**config.mk**
```make
export PLATFORM = sky130hd
export DESIGN_NAME = cfghdr_space
export DESIGN_NICKNAME = d
export VERILOG_FILES = /design/src/rtl/cfghdr_pkg.sv /design/src/rtl/cfghdr_bar_bank.sv /design/src/rtl/cfghdr_ctrl_regs.sv /design/src/rtl/cfghdr_intx.sv /design/src/rtl/cfghdr_space.sv
export SDC_FILE = /design/constraint.sdc
export NUM_CORES = 1
export LEC_CHECK = 0
export ABC_AREA = 1
export BUFFER_PORTS_ARGS = -buffer_cell sky130_fd_sc_hd__buf_2
export CAP_MARGIN = 20
export CORE_MARGIN = 4
export CORE_UTILIZATION = 46
export CTS_BUF_LIST = sky130_fd_sc_hd__clkbuf_8 sky130_fd_sc_hd__clkbuf_16
export DETAILED_ROUTE_END_ITERATION = 16
export GPL_TIMING_DRIVEN = 0
export SYNTH_ARGS = -nofsm -noshare
export SYNTH_HDL_FRONTEND = slang
export SYNTH_HIERARCHICAL = 1
export SYNTH_SLANG_ARGS = --single-unit
```
**constraint.sdc**
```tcl
create_clock -name clk -period 4.3 [get_ports clk]
set_clock_uncertainty 0.1 [all_clocks]
set_input_delay 1.29 -clock clk [delete_from_list [all_inputs] [get_ports clk]]
set_output_delay 1.29 -clock clk [all_outputs]
set_load 0.05 [all_outputs]
```
**src/rtl/cfghdr_pkg.sv**
```systemverilog
package cfghdr_pkg;

  localparam int NUM_BARS  = 6;
  localparam int NUM_DW    = 16;
  localparam int BAR_FIRST = 4;

  typedef enum logic [1:0] {
    BAR_NONE  = 2'd0,
    BAR_IO32  = 2'd1,
    BAR_MEM32 = 2'd2,
    BAR_MEM64 = 2'd3
  } bar_kind_e;

  typedef logic [NUM_BARS-1:0][1:0] bar_kinds_t;
  typedef logic [NUM_BARS-1:0][5:0] bar_sizes_t;

  // Fixed low bits a BAR presents for its kind
  function automatic logic [31:0] bar_type_bits(logic [1:0] kind);
    case (kind)
      BAR_IO32:  return 32'h0000_0001;
      BAR_MEM64: return 32'h0000_0004;
      default:   return 32'h0000_0000;
    endcase
  endfunction

  // Writable address bits of a BAR of size 2**szlog2 bytes
  function automatic logic [31:0] bar_addr_mask(logic [1:0] kind, logic [5:0] szlog2);
    logic [4:0]  s;
    logic [31:0] m;
    if (kind == BAR_NONE || szlog2 == 6'd0) return 32'h0;
    s = (szlog2 > 6'd31) ? 5'd31 : szlog2[4:0];
    m = ~((32'h1 << s) - 32'h1);
    if (kind == BAR_IO32) return m & ~32'h3;
    return m & ~32'hF;
  endfunction

  // True when slot idx carries bits 63:32 of the BAR below it
  function automatic logic bar_is_upper(bar_kinds_t kinds, int idx);
    if (idx == 0) return 1'b0;
    return kinds[idx-1] == BAR_MEM64;
  endfunction

  function automatic logic [31:0] be_to_mask(logic [3:0] be);
    return {{8{be[3]}}, {8{be[2]}}, {8{be[1]}}, {8{be[0]}}};
  endfunction

  function automatic logic [31:0] merge_bits(logic [31:0] old_v, logic [31:0] new_v,
                                             logic [31:0] mask);
    return (old_v & ~mask) | (new_v & mask);
  endfunction

endpackage

```
**src/rtl/cfghdr_bar_bank.sv**
```systemverilog
module cfghdr_bar_bank
  import cfghdr_pkg::*;
#(
  parameter bar_kinds_t BAR_KIND   = '0,
  parameter bar_sizes_t BAR_SZLOG2 = '0
) (
  input  logic                      clk,
  input  logic                      rst_n,
  input  logic                      flr,
  input  logic                      wr_en,
  input  logic [2:0]                wr_idx,
  input  logic [31:0]               wr_bytes,
  input  logic [31:0]               wdata,
  output logic [NUM_BARS-1:0][31:0] bar_q
);

  for (genvar i = 0; i < NUM_BARS; i++) begin : g_bar
    localparam logic        UPPER = bar_is_upper(BAR_KIND, i);
    localparam logic        IMPL  = UPPER || (BAR_KIND[i] != BAR_NONE && BAR_SZLOG2[i] != 6'd0);
    localparam logic [31:0] WMASK = UPPER ? 32'hFFFF_FFFF :
                                    (IMPL ? bar_addr_mask(BAR_KIND[i], BAR_SZLOG2[i]) : 32'h0);
    localparam logic [31:0] RVAL  = (UPPER || !IMPL) ? 32'h0 : bar_type_bits(BAR_KIND[i]);

    logic hit;
    assign hit = wr_en && (wr_idx == 3'(i));

    always_ff @(posedge clk or negedge rst_n) begin
      if (!rst_n)
        bar_q[i] <= RVAL;
      else if (flr && IMPL)
        bar_q[i] <= RVAL;
      else if (hit && !flr)
        bar_q[i] <= merge_bits(bar_q[i], wdata, wr_bytes & WMASK);
    end

    if (IMPL) begin : g_chk
      AST_BAR_FLR_TYPE: assert property (@(posedge clk) disable iff (!rst_n)
        flr |=> (bar_q[i] == RVAL));
    end
    AST_BAR_RO_STABLE: assert property (@(posedge clk) disable iff (!rst_n)
      (hit && !flr) |=> (((bar_q[i] ^ $past(bar_q[i])) & ~WMASK) == 32'h0));
  end

endmodule

```
**src/rtl/cfghdr_ctrl_regs.sv**
```systemverilog
module cfghdr_ctrl_regs
  import cfghdr_pkg::*;
#(
  parameter logic [15:0] CMD_WMASK     = 16'h0547,
  parameter logic [15:0] CMD_RESET_VAL = 16'h0000,
  parameter bit          IS_BRIDGE     = 1'b0
) (
  input  logic        clk,
  input  logic        rst_n,
  input  logic        flr,
  input  logic        wr_en,
  input  logic [3:0]  wr_idx,
  input  logic [31:0] wr_bytes,
  input  logic [31:0] wdata,
  output logic [15:0] cmd_q,
  output logic [7:0]  cache_line_q,
  output logic [7:0]  lat_timer_q,
  output logic [7:0]  int_line_q,
  output logic [15:0] bridge_ctl_q
);

  localparam logic [3:0] DW_CMD   = 4'd1;
  localparam logic [3:0] DW_MISC  = 4'd3;
  localparam logic [3:0] DW_INTR  = 4'd15;

  logic wr_cmd, wr_misc, wr_intr;
  assign wr_cmd  = wr_en && !flr && (wr_idx == DW_CMD);
  assign wr_misc = wr_en && !flr && (wr_idx == DW_MISC);
  assign wr_intr = wr_en && !flr && (wr_idx == DW_INTR);

  always_ff @(posedge clk or negedge rst_n) begin
    if (!rst_n) begin
      cmd_q        <= CMD_RESET_VAL;
      cache_line_q <= '0;
      lat_timer_q  <= '0;
      int_line_q   <= '0;
    end else if (flr) begin
      cmd_q        <= cmd_q & ~CMD_WMASK;
      cache_line_q <= '0;
      int_line_q   <= '0;
    end else begin
      if (wr_cmd)
        cmd_q <= 16'(merge_bits({16'h0, cmd_q}, wdata, wr_bytes & {16'h0, CMD_WMASK}));
      if (wr_misc) begin
        cache_line_q <= 8'(merge_bits({24'h0, cache_line_q}, wdata, wr_bytes & 32'hFF));
        lat_timer_q  <= 8'(merge_bits({24'h0, lat_timer_q}, wdata >> 8, (wr_bytes >> 8) & 32'hFF));
      end
      if (wr_intr)
        int_line_q <= 8'(merge_bits({24'h0, int_line_q}, wdata, wr_bytes & 32'hFF));
    end
  end

  if (IS_BRIDGE) begin : g_bctl
    always_ff @(posedge clk or negedge rst_n) begin
      if (!rst_n)
        bridge_ctl_q <= '0;
      else if (wr_intr)
        bridge_ctl_q <= 16'(merge_bits({16'h0, bridge_ctl_q}, wdata >> 16, wr_bytes >> 16));
    end
  end else begin : g_no_bctl
    assign bridge_ctl_q = '0;
  end

  AST_CMD_WR_CLEAR: assert property (@(posedge clk) disable iff (!rst_n)
    flr |=> ((cmd_q & CMD_WMASK) == 16'h0));
  AST_CMD_RO_KEEP: assert property (@(posedge clk) disable iff (!rst_n)
    1'b1 |=> (((cmd_q ^ $past(cmd_q)) & ~CMD_WMASK) == 16'h0));
  AST_LINES_FLR: assert property (@(posedge clk) disable iff (!rst_n)
    flr |=> (cache_line_q == 8'h0 && int_line_q == 8'h0));
  AST_LAT_FLR_KEEP: assert property (@(posedge clk) disable iff (!rst_n)
    flr |=> $stable(lat_timer_q));

endmodule

```
**src/rtl/cfghdr_intx.sv**
```systemverilog
module cfghdr_intx (
  input  logic clk,
  input  logic rst_n,
  input  logic flr,
  input  logic irq_set,
  input  logic irq_clr,
  input  logic int_disable,
  output logic pending_q,
  output logic int_out
);

  always_ff @(posedge clk or negedge rst_n) begin
    if (!rst_n)
      pending_q <= 1'b0;
    else if (flr)
      pending_q <= 1'b0;
    else if (irq_set)
      pending_q <= 1'b1;
    else if (irq_clr)
      pending_q <= 1'b0;
  end

  assign int_out = pending_q && !int_disable;

  AST_PEND_FLR: assert property (@(posedge clk) disable iff (!rst_n)
    flr |=> !pending_q);
  AST_PEND_SET: assert property (@(posedge clk) disable iff (!rst_n)
    (irq_set && !flr) |=> pending_q);

endmodule

```
**src/rtl/cfghdr_space.sv**
```systemverilog
module cfghdr_space
  import cfghdr_pkg::*;
#(
  parameter logic [15:0] VENDOR_ID     = 16'hABCD,
  parameter logic [15:0] DEVICE_ID     = 16'h0042,
  parameter logic [7:0]  REV_ID        = 8'h01,
  parameter logic [23:0] CLASS_CODE    = 24'h020000,
  parameter logic [15:0] SUBSYS_VID    = 16'h0000,
  parameter logic [15:0] SUBSYS_ID     = 16'h0000,
  parameter logic [15:0] STATUS_RO     = 16'h0000,
  parameter logic [15:0] CMD_WMASK     = 16'h0547,
  parameter logic [15:0] CMD_RESET_VAL = 16'h0000,
  parameter logic [7:0]  INT_PIN       = 8'h01,
  parameter logic [7:0]  MIN_GNT       = 8'h00,
  parameter logic [7:0]  MAX_LAT       = 8'h00,
  parameter bit          MULTIFUNC     = 1'b0,
  parameter bit          IS_BRIDGE     = 1'b0,
  parameter bar_kinds_t  BAR_KIND      = {2'd0, 2'd0, 2'd0, 2'd3, 2'd2, 2'd1},
  parameter bar_sizes_t  BAR_SZLOG2    = {6'd0, 6'd0, 6'd0, 6'd20, 6'd12, 6'd5}
) (
  input  logic        clk,
  input  logic        rst_n,
  input  logic        cfg_wr,
  input  logic [3:0]  cfg_addr,
  input  logic [3:0]  cfg_be,
  input  logic [31:0] cfg_wdata,
  output logic [31:0] cfg_rdata,
  input  logic        flr,
  input  logic        irq_set,
  input  logic        irq_clr,
  output logic        int_out
);

  localparam logic [7:0] HDR_TYPE = {MULTIFUNC, 7'(IS_BRIDGE ? 1 : 0)};
  localparam logic [3:0] BAR_LAST = 4'(BAR_FIRST + NUM_BARS - 1);

  // Named internal events
  logic [31:0] wr_bytes;
  logic        bar_wr;
  logic [2:0]  bar_idx;
  logic [NUM_BARS-1:0][31:0] bar_q;
  logic [15:0] cmd_q, bridge_ctl_q, status_w;
  logic [7:0]  cache_line_q, lat_timer_q, int_line_q;
  logic        pending_q;

  assign wr_bytes = be_to_mask(cfg_be);
  assign bar_wr   = cfg_wr && (cfg_addr >= 4'(BAR_FIRST)) && (cfg_addr <= BAR_LAST);
  assign bar_idx  = 3'(cfg_addr - 4'(BAR_FIRST));

  cfghdr_bar_bank #(
    .BAR_KIND   (BAR_KIND),
    .BAR_SZLOG2 (BAR_SZLOG2)
  ) u_bars (
    .clk      (clk),
    .rst_n    (rst_n),
    .flr      (flr),
    .wr_en    (bar_wr),
    .wr_idx   (bar_idx),
    .wr_bytes (wr_bytes),
    .wdata    (cfg_wdata),
    .bar_q    (bar_q)
  );

  cfghdr_ctrl_regs #(
    .CMD_WMASK     (CMD_WMASK),
    .CMD_RESET_VAL (CMD_RESET_VAL),
    .IS_BRIDGE     (IS_BRIDGE)
  ) u_ctrl (
    .clk          (clk),
    .rst_n        (rst_n),
    .flr          (flr),
    .wr_en        (cfg_wr),
    .wr_idx       (cfg_addr),
    .wr_bytes     (wr_bytes),
    .wdata        (cfg_wdata),
    .cmd_q        (cmd_q),
    .cache_line_q (cache_line_q),
    .lat_timer_q  (lat_timer_q),
    .int_line_q   (int_line_q),
    .bridge_ctl_q (bridge_ctl_q)
  );

  cfghdr_intx u_intx (
    .clk         (clk),
    .rst_n       (rst_n),
    .flr         (flr),
    .irq_set     (irq_set),
    .irq_clr     (irq_clr),
    .int_disable (cmd_q[10]),
    .pending_q   (pending_q),
    .int_out     (int_out)
  );

  assign status_w = (STATUS_RO & ~16'h0008) | {12'h0, pending_q, 3'h0};

  always_comb begin
    cfg_rdata = 32'h0;
    case (cfg_addr)
      4'd0:  cfg_rdata = {DEVICE_ID, VENDOR_ID};
      4'd1:  cfg_rdata = {status_w, cmd_q};
      4'd2:  cfg_rdata = {CLASS_CODE, REV_ID};
      4'd3:  cfg_rdata = {8'h00, HDR_TYPE, lat_timer_q, cache_line_q};
      4'd11: cfg_rdata = {SUBSYS_ID, SUBSYS_VID};
      4'd15: cfg_rdata = IS_BRIDGE ? {bridge_ctl_q, INT_PIN, int_line_q}
                                   : {MAX_LAT, MIN_GNT, INT_PIN, int_line_q};
      default: begin
        if (cfg_addr >= 4'(BAR_FIRST) && cfg_addr <= BAR_LAST)
          cfg_rdata = bar_q[bar_idx];
      end
    endcase
  end

  AST_FLR_BEATS_WRITE: assert property (@(posedge clk) disable iff (!rst_n)
    (flr && cfg_wr) |=> (cache_line_q == 8'h0 && int_line_q == 8'h0));
  AST_INT_FOLLOWS: assert property (@(posedge clk) disable iff (!rst_n)
    int_out |-> (status_w[3] && !cmd_q[10]));

endmodule

```
==> results.md <==
* ANT nets after route at 0
* Slew margin rel. at 0.488
* First-pass GRT wire length at ~56 mm
* Area of the multi-input gates at ~5600 µm²
* PortBufs at 78
* CTS Buffer Depth at 2
* Slowest CP cell: clkbuf_1
* Tightest Pin Transition at around 770 ps
* Grt ovf at 0
* Place WS at -175 ps
* Setup crit end kind: primary output
* Residual DRC at 0
* Fin nets at 1964
* WP data required at 2910 ps
* Combined flip-flop and latch cell area at roughly 3100 µm²
* Status: complete, no violations
* PwrDens at about 290 nW/µm²
* Total CTS buffers at 17
* Met2 WL at roughly 16 mm
* Root buffer cell: clkbuf_16
* Initial core utilization at 0.471
* WS Path Type: in -> out
* Hold Slack at between 300 and 400 ps
* Total Wirelength at 35.6 mm
* Max_cap viols at 0
* Final Max Tran Viols at 0
* Syn Area/Cell at slightly above 6 µm²
* Post-route cell area at 12200 µm²
* P_int at 2370 µW
* Reg clk slew, reported paths at around 60 ps
* Post-DP Area at roughly 12000 µm²
* Sw power at ~1200 µW
* Top Metal Used: met4
* Final core utilization at 0.556
* Critical Path Max Stage Delay at 500 ps
* Post-CTS sizing at 8
* Leak pwr at roughly 0.0073 µW
* Die area at roughly 25000 µm²
* TritonCTS clock tree: built
* GP Congestion at 0.869
* Mapped Cells at 1713
* Via count at between 10000 and 15000
* Max frequency at between 0.2 and 0.25 GHz
* Diode count at 0
* Sw Ratio at 0.335
* Placeable Area at 22000 µm²
* 1st-iter DRT viols at approximately 1000
* Std cell rows at between 50 and 60
* Post-CTS Setup Bufs at 0
* Comb pwr share at 0.221
* Worst-skew pair later-pin latency at roughly 430 ps
* Minimum clock period at approximately 4300 ps
* CP Launch Type: primary input
* IO Pins at about 80
* Synth Cell Area at a little over 10000 µm²
* Layout fillers at approximately 2300
* R2R cell count at 4
* 1st-pass router iterations at 5
* Final worst setup slack at 2.09 ps
* Post-CTS Hold Buffers at 0
* Flop pwr share at 0.336
* Syn-to-layout area delta at 18.1%
* H-tree depth at 4
* Worst vdd ir at between 0.0002 and 0.00025 V
* Final setup viols at 0
* Largest net degree at the start of global routing at 71
* RSZ-0062 raised after global routing: true
* Vias/cell at approximately 5
* Fin crit share at 1.00
* Number of global-route vias before repair at approximately 9900
* Cells along the critical path: clkbuf_4, inv_2, clkbuf_1, o21ai_1, nand2_1, a21oi_1, clkbuf_4
* HP Class: reg -> reg
* Die Width at roughly 160 µm
* Critical Path AT at 2910 ps
* WHS Path Cells at 2
* Clk pwr share at 0.443
* WL per Instance at between 15 and 20 µm
* Share of cells above drive strength 1 at 0.183
* Total Routing Usage GR at 0.292
* Met3 wire len at between 2 and 2.5 mm
* DP HPWL at between 20 and 30 mm
* Initial antenna violation count at 0
* Worst Path Max Fanout at 12
* Hold Vio Cnt, Final at 0
* Most frequent CP cell: clkbuf_4
* WL met1 at around 17 mm
* Die height at 158 µm
* CTS Sinks at roughly 120
* Yosys warns at 6
## final timing paths
check | from | end | slack, ps
min in group asynchronous | rst_n | u_bars/bar_q[18] | 720
max in group asynchronous | rst_n | u_bars/bar_q[0] | 2550
setup reg to reg | u_bars/bar_q[7] | u_bars/bar_q[7] | 3320
hold / removal | u_ctrl/lat_timer_q[5] | u_ctrl/lat_timer_q[5] | 380
hold reg to reg | u_ctrl/lat_timer_q[5] | u_ctrl/lat_timer_q[5] | 380
setup / recovery | cfg_addr[1] | cfg_rdata[16] | 2
## critical path: cells and delay by family
family | cells | cell delay (ps)
buffers and inverters | 4 | 1080
AO/OA/AOI/OAI | 2 | 280
AND/OR/NAND/NOR | 1 | 240
## flip-flops by register name, summed over array words and instances (netlist names)
signal / count
u_bars/bar_q: 93
u_ctrl/cache_line_q: 8
u_ctrl/int_line_q: 8
u_ctrl/lat_timer_q: 8
u_ctrl/cmd_q: 6
u_intx/pending_q: 1
## area by class of cell
class	instances	share of cell area
clock inverters	15	0.0163
multi-input cells	1317	0.459
well taps	280	0.0286
plain buffers	195	0.114
flip-flops and latches	124	0.254
clock buffers	17	0.0348
inverters	184	0.0568
repair buffers	79	0.0369
## routing by layer
metal  GRT usage  up-vias
met5           0        -
met4      0.0589        0
met3      0.0465       35
met2       0.441      324
met1       0.443     5012
li1            -     5488
## through the flow
stage	setup TNS [ps]	cells	power [µW]
global route	-19.0	2211	3720
detailed placement	-2600	2179	1980
finish	0	2211	3560
global placement	-6510	2178	1980
CTS	0	2211	3560
floorplan	0	1820	1740
## layout by cell type, fill, tap and decap left out, drive strengths merged
| cell type | instances |
|---|---|
| or2 | 2 |
| nand2 | 756 |
| nor2 | 93 |
| a21oi | 14 |
| buf | 253 |
| clkbuf | 38 |
| nand4 | 11 |
| conb | 109 |
| clkinvlp | 1 |
| inv | 195 |
| o21ai | 45 |
| nand3 | 287 |
| bufinv | 3 |
| dfrtp | 122 |
| dfstp | 2 |
## power by group through the flow
stage	clock, µW	sequential, µW	combinational [µW]
floorplan	0	1210	521
global placement	0	1220	757
detailed placement	0	1220	762
CTS	1600	1200	767
global route	1650	1200	864
finish	1580	1200	786
Note: power is estimated with default switching activity, not from simulation.
